`config.mk`:
```
export PLATFORM = sky130hd
export DESIGN_NAME = onehot_alu8
export DESIGN_NICKNAME = d
export VERILOG_FILES = /design/src/rtl/alu8_pkg.sv /design/src/rtl/alu8_bitwise.sv /design/src/rtl/alu8_adder.sv /design/src/rtl/alu8_shifter.sv /design/src/rtl/onehot_alu8.sv
export SDC_FILE = /design/constraint.sdc
export NUM_CORES = 1
export LEC_CHECK = 0
export BUFFER_PORTS_ARGS = -buffer_cell sky130_fd_sc_hd__buf_4
export CELL_PAD_IN_SITES_DETAIL_PLACEMENT = 0
export CELL_PAD_IN_SITES_GLOBAL_PLACEMENT = 2
export CORE_ASPECT_RATIO = 1.5
export CORE_MARGIN = 2
export CORE_UTILIZATION = 26
export DETAILED_ROUTE_END_ITERATION = 6
export PLACE_DENSITY_LB_ADDON = 0.15
export SLEW_MARGIN = 20
export SYNTH_ARGS = -nofsm -noshare
export SYNTH_HDL_FRONTEND = slang
export SYNTH_SLANG_ARGS = --single-unit
```
`constraint.sdc`:
```
create_clock -name clk -period 3.7 [get_ports clk]
set_input_delay 0.185 -clock clk [delete_from_list [all_inputs] [get_ports clk]]
set_output_delay 0.185 -clock clk [all_outputs]
set_load 0.01 [all_outputs]
```
`src/rtl/alu8_pkg.sv`:
```
package alu8_pkg;

    // Bit positions of the function-select vector assembled in the top.
    typedef enum int unsigned {
        FN_SUM = 0,
        FN_AND = 1,
        FN_OR  = 2,
        FN_XOR = 3,
        FN_SHR = 4
    } fn_e;

    localparam int unsigned NUM_FN = 5;

endpackage

```
`src/rtl/alu8_bitwise.sv`:
```
module alu8_bitwise #(
    parameter int unsigned WIDTH = 8
) (
    input  logic [WIDTH-1:0] a_i,
    input  logic [WIDTH-1:0] b_i,
    output logic [WIDTH-1:0] and_o,
    output logic [WIDTH-1:0] or_o,
    output logic [WIDTH-1:0] xor_o
);

    // One slice per bit position; all three functions are always live.
    for (genvar i = 0; i < WIDTH; i++) begin : g_slice
        assign and_o[i] = a_i[i] & b_i[i];
        assign or_o[i]  = a_i[i] | b_i[i];
        assign xor_o[i] = a_i[i] ^ b_i[i];
    end

endmodule

```
`src/rtl/alu8_adder.sv`:
```
module alu8_adder #(
    parameter int unsigned WIDTH = 8
) (
    input  logic [WIDTH-1:0] a_i,
    input  logic [WIDTH-1:0] b_i,
    input  logic             cin_i,
    output logic [WIDTH-1:0] sum_o,
    output logic             cout_o
);

    // Ripple-carry chain: sum bit = a ^ b ^ c, carry = majority(a, b, c).
    always_comb begin
        logic c;
        c = cin_i;
        for (int i = 0; i < WIDTH; i++) begin
            sum_o[i] = a_i[i] ^ b_i[i] ^ c;
            c        = (a_i[i] & b_i[i]) | (c & (a_i[i] ^ b_i[i]));
        end
        cout_o = c;
    end

endmodule

```
`src/rtl/alu8_shifter.sv`:
```
module alu8_shifter #(
    parameter int unsigned WIDTH = 8
) (
    input  logic [WIDTH-1:0] a_i,
    input  logic             fill_i,
    output logic [WIDTH-1:0] res_o,
    output logic             out_bit_o
);

    localparam int unsigned MSB = WIDTH - 1;

    // Each result bit takes the operand bit one place above it.
    for (genvar i = 0; i < MSB; i++) begin : g_move
        assign res_o[i] = a_i[i+1];
    end

    assign res_o[MSB] = fill_i;
    assign out_bit_o  = a_i[0];

endmodule

```
`src/rtl/onehot_alu8.sv`:
```
module onehot_alu8
    import alu8_pkg::*;
#(
    parameter int unsigned WIDTH = 8
) (
    input  logic             clk,
    input  logic             rst_n,
    input  logic [WIDTH-1:0] opa_i,
    input  logic [WIDTH-1:0] opb_i,
    input  logic             carry_i,
    input  logic             dec_mode_i,
    input  logic             sel_sum_i,
    input  logic             sel_and_i,
    input  logic             sel_or_i,
    input  logic             sel_xor_i,
    input  logic             sel_shr_i,
    output logic [WIDTH-1:0] result_o,
    output logic             carry_o,
    output logic             ovf_o,
    output logic             valid_o,
    output logic             sel_err_o
);

    localparam int unsigned MSB = WIDTH - 1;

    typedef struct packed {
        logic [WIDTH-1:0] res;
        logic             cy;
        logic             ov;
        logic             vld;
        logic             err;
    } hold_t;

    logic [NUM_FN-1:0] sel;
    logic [WIDTH-1:0]  and_w, or_w, xor_w, sum_w, shr_w;
    logic              add_cout_w, shr_cout_w, add_ovf_w;
    hold_t             hold_d, hold_q;

    // Select lines gathered into one vector, indexed by fn_e.
    assign sel[FN_SUM] = sel_sum_i;
    assign sel[FN_AND] = sel_and_i;
    assign sel[FN_OR]  = sel_or_i;
    assign sel[FN_XOR] = sel_xor_i;
    assign sel[FN_SHR] = sel_shr_i;

    alu8_bitwise #(.WIDTH(WIDTH)) u_bitwise (
        .a_i   (opa_i),
        .b_i   (opb_i),
        .and_o (and_w),
        .or_o  (or_w),
        .xor_o (xor_w)
    );

    alu8_adder #(.WIDTH(WIDTH)) u_adder (
        .a_i    (opa_i),
        .b_i    (opb_i),
        .cin_i  (carry_i),
        .sum_o  (sum_w),
        .cout_o (add_cout_w)
    );

    alu8_shifter #(.WIDTH(WIDTH)) u_shifter (
        .a_i       (opa_i),
        .fill_i    (carry_i),
        .res_o     (shr_w),
        .out_bit_o (shr_cout_w)
    );

    // Signed overflow: operands share a sign and the sum's sign differs.
    assign add_ovf_w = (opa_i[MSB] ~^ opb_i[MSB]) & (opa_i[MSB] ^ sum_w[MSB]);

    always_comb begin
        hold_d = '0;
        if ($countones(sel) > 1) begin
            hold_d.err = 1'b1;
        end else if (sel != '0) begin
            hold_d.vld = 1'b1;
            unique case (1'b1)
                sel[FN_SUM]: begin
                    hold_d.res = sum_w;
                    hold_d.cy  = add_cout_w;
                    hold_d.ov  = add_ovf_w;
                end
                sel[FN_AND]: hold_d.res = and_w;
                sel[FN_OR]:  hold_d.res = or_w;
                sel[FN_XOR]: hold_d.res = xor_w;
                sel[FN_SHR]: begin
                    hold_d.res = shr_w;
                    hold_d.cy  = shr_cout_w;
                end
                default: hold_d = '0;
            endcase
        end
    end

    always_ff @(posedge clk) begin
        if (!rst_n) begin
            hold_q <= '0;
        end else begin
            hold_q <= hold_d;
        end
    end

    assign result_o  = hold_q.res;
    assign carry_o   = hold_q.cy;
    assign ovf_o     = hold_q.ov;
    assign valid_o   = hold_q.vld;
    assign sel_err_o = hold_q.err;

endmodule

```
==> results.yml <==
run_status:
  status: "complete, no violations"
sta:
  rsz0062_at_grt: "no"
  fin_setup_tns_ns: 0
  worstMarginPinSlew_ns: 0.357
  max_freq_mhz: 286
  setup_viol: 0
  period_needed_ns: 3.50
  fin_crit_sh: 0.945
  relSlewSlack: 0.762
  drv_slew: 0
  hold_viol_final: 0
  postLayoutSetupSlackWorst_ns: 0.205
detailed_routing:
  routedWlPerCell_um: 14.3
  vias_per_cell: 4.71
  drc: 0
  finalWirelength_mm: 2.84
  vias: 932
  first_iter_violations: 44
  drtPass1Iterations: 4
  ant_nets: 0
cells_and_area:
  n_antenna_cell: 0
  drive_gt1_frac: 0.301
  final_common_cell: "buf_4"
  area_growth_pct: 32.8
  finalNonFillerCells: 198
  final_cell_mix: "buf_4 (39), inv_1 (36), ha_1 (18), dfxtp_1 (12), a21oi_1 (9)"
  final_net_count: 207
  multiInputGateArea_sq_um: 692
  final.fill_count: 444
  regArea_sq_um: 240
min_path:
  hold_class: "in2reg"
die:
  core-area_sq_um: 3990
  fp.dieArea_sq_um: 4770
  die_height_um: 83.6
  rows: 28
  die_w_um: 57.0
  num_io_pins: 37
  initial_core_util: 0.275
setup_path:
  crit_type: "in2reg"
  worstPathMaxFanout: 2
  cp-end-kind: "flop"
  path_common_cell: "fa_1"
  crit_buf_inv: 3
  crit_required_ns: 3.82
  critPathArrivalTime_ns: 3.61
  startpoint_type: "input pin"
  cpPeakStageDelay_ns: 0.46
  crit_chain: "buf_4 -> inv_1 -> fa_1 -> fa_2 -> fa_1 -> fa_1 -> fa_1 -> inv_1 -> fa_1 -> fa_1 -> fa_1 -> a222oi_1 -> a21oi_1"
  slowest_stage: "fa_1"
  path_delay_family: "adder cells"
clocking:
  cts-root-buf: "clkbuf_8"
  cts_buffer_depth: 2
  cts_setup_buffers: 0
  clock-sinks: 12
  ctsHtreeMaxLevel: 1
  cts_tree: "done"
  numCtsBuffers: 3
  clk_pin_slew_ns: 0.06
  cts_hold_buf: 0
synthesis:
  seq_area_frac_synth: 0.219
  synth_top_area_share: 0.219
  syn_nets: 168
  ys_seq_elements: 12
  synth_cells: 116
  syn_avg_cell_area_sq_um: 9.46
  yosys.area.top_type: "dfxtp_1"
  yosys_warnings: 0
  synth_area_leaders: "dfxtp_1 (22%), ha_1 (21%), fa_1 (16%)"
  synth_area_sq_um: 1100
  synth_cell_type_count: 21
global_routing:
  grt_max_degree: 12
  grt_pass1_wl_mm: 4.73
  antenna_found_initial: 0
  grt_pass1_vias: 990
  overflow: 0
  track_usage: 0.125
job:
  maxCapViolCount: 0
place:
  dp_hpwl_mm: 2.18
  dp_slack_ns: -0.0661
  placed_cells: 195
  port_buffers: 35
  place_congestion: 0.736
power_and_ir_drop:
  power.total_uw: 414
  power_leakage_uw: 0.000773
  vdd_drop_max_uv: 149
  powerDensity_nw_per_um2: 284
==> power by group <==
| group | switching, uW | total (uW) | internal (uW) |
|---|---|---|---|
| logic | 73.5 | 146 | 72.1 |
| registers | 2.71 | 142 | 139 |
| clock network | 54.8 | 127 | 72.0 |
==> worst paths after layout <==
check,startpoint,end,slack (ns),depth (start not counted)
worst max-delay path,opa_i[0],result_o[7]$_SDFF_PP0_,0.20,13
worst min-delay path,rst_n,sel_err_o$_SDFF_PN0_,0.23,2
==> cells by family after synthesis <==
logic type	Yosys count	share of synthesized area
and+or+nand+nor	6	0.0342
xor gates and xnor gates	1	0.00798
buffers and inverters	41	0.153
adders and majority gates	27	0.369
DFF	12	0.219
AOI/OAI and AO/OA	29	0.217
==> cells in the mapped netlist <==
master / number
inv_1: 36
ha_1: 18
dfxtp_1: 12
a21oi_1: 9
fa_1: 9
a222oi_1: 8
a22oi_1: 8
buf_2: 2
nor2b_1: 2
a21boi_0: 1
buf_4: 1
buf_6: 1
clkbuf_1: 1
nand2_1: 1
nor2_1: 1
nor4_1: 1
o2111ai_1: 1
o2111ai_4: 1
o21ba_2: 1
or3_4: 1
xnor2_1: 1
==> metrics by stage <==
stage	hold WS (ns)	util	instance area, sq um
6_report	0.228	0.365	1460
5_1_grt	0.231	0.365	1460
4_1_cts	0.228	0.364	1460
3_5_place_dp	0.486	0.354	1410
3_3_place_gp	0.489	0.354	1410
2_1_floorplan	0.339	-	1100
==> repair_timing <==
item,CTS,global route
hold endpoints to repair,0,0
gates resized for setup,0,1
endpoints found under the setup margin,0,1
==> state kept, by name, summed over array words and instances, names as in the netlist <==
register / flops
result_o: 8
carry_o: 1
ovf_o: 1
sel_err_o: 1
valid_o: 1
==> final cells by class <==
class | count | share of cell area
flip-flops and latches | 12 | 0.165
multi-input cells | 63 | 0.475
clock buffers | 3 | 0.0283
repair buffers | 39 | 0.201
well taps | 45 | 0.0386
inverters | 36 | 0.0927
==> layer usage <==
layer	up-vias	share of wire	global-route usage	wire length, um
met2	31	0.52	0.220	1470
li1	460	-	-	-
met3	2	0.060	0.0233	169
met1	439	0.42	0.149	1180
met4	0	0.0085	0.0381	24
met5	-	0	0	0
No activity file was read; power rests on OpenSTA's default activity.
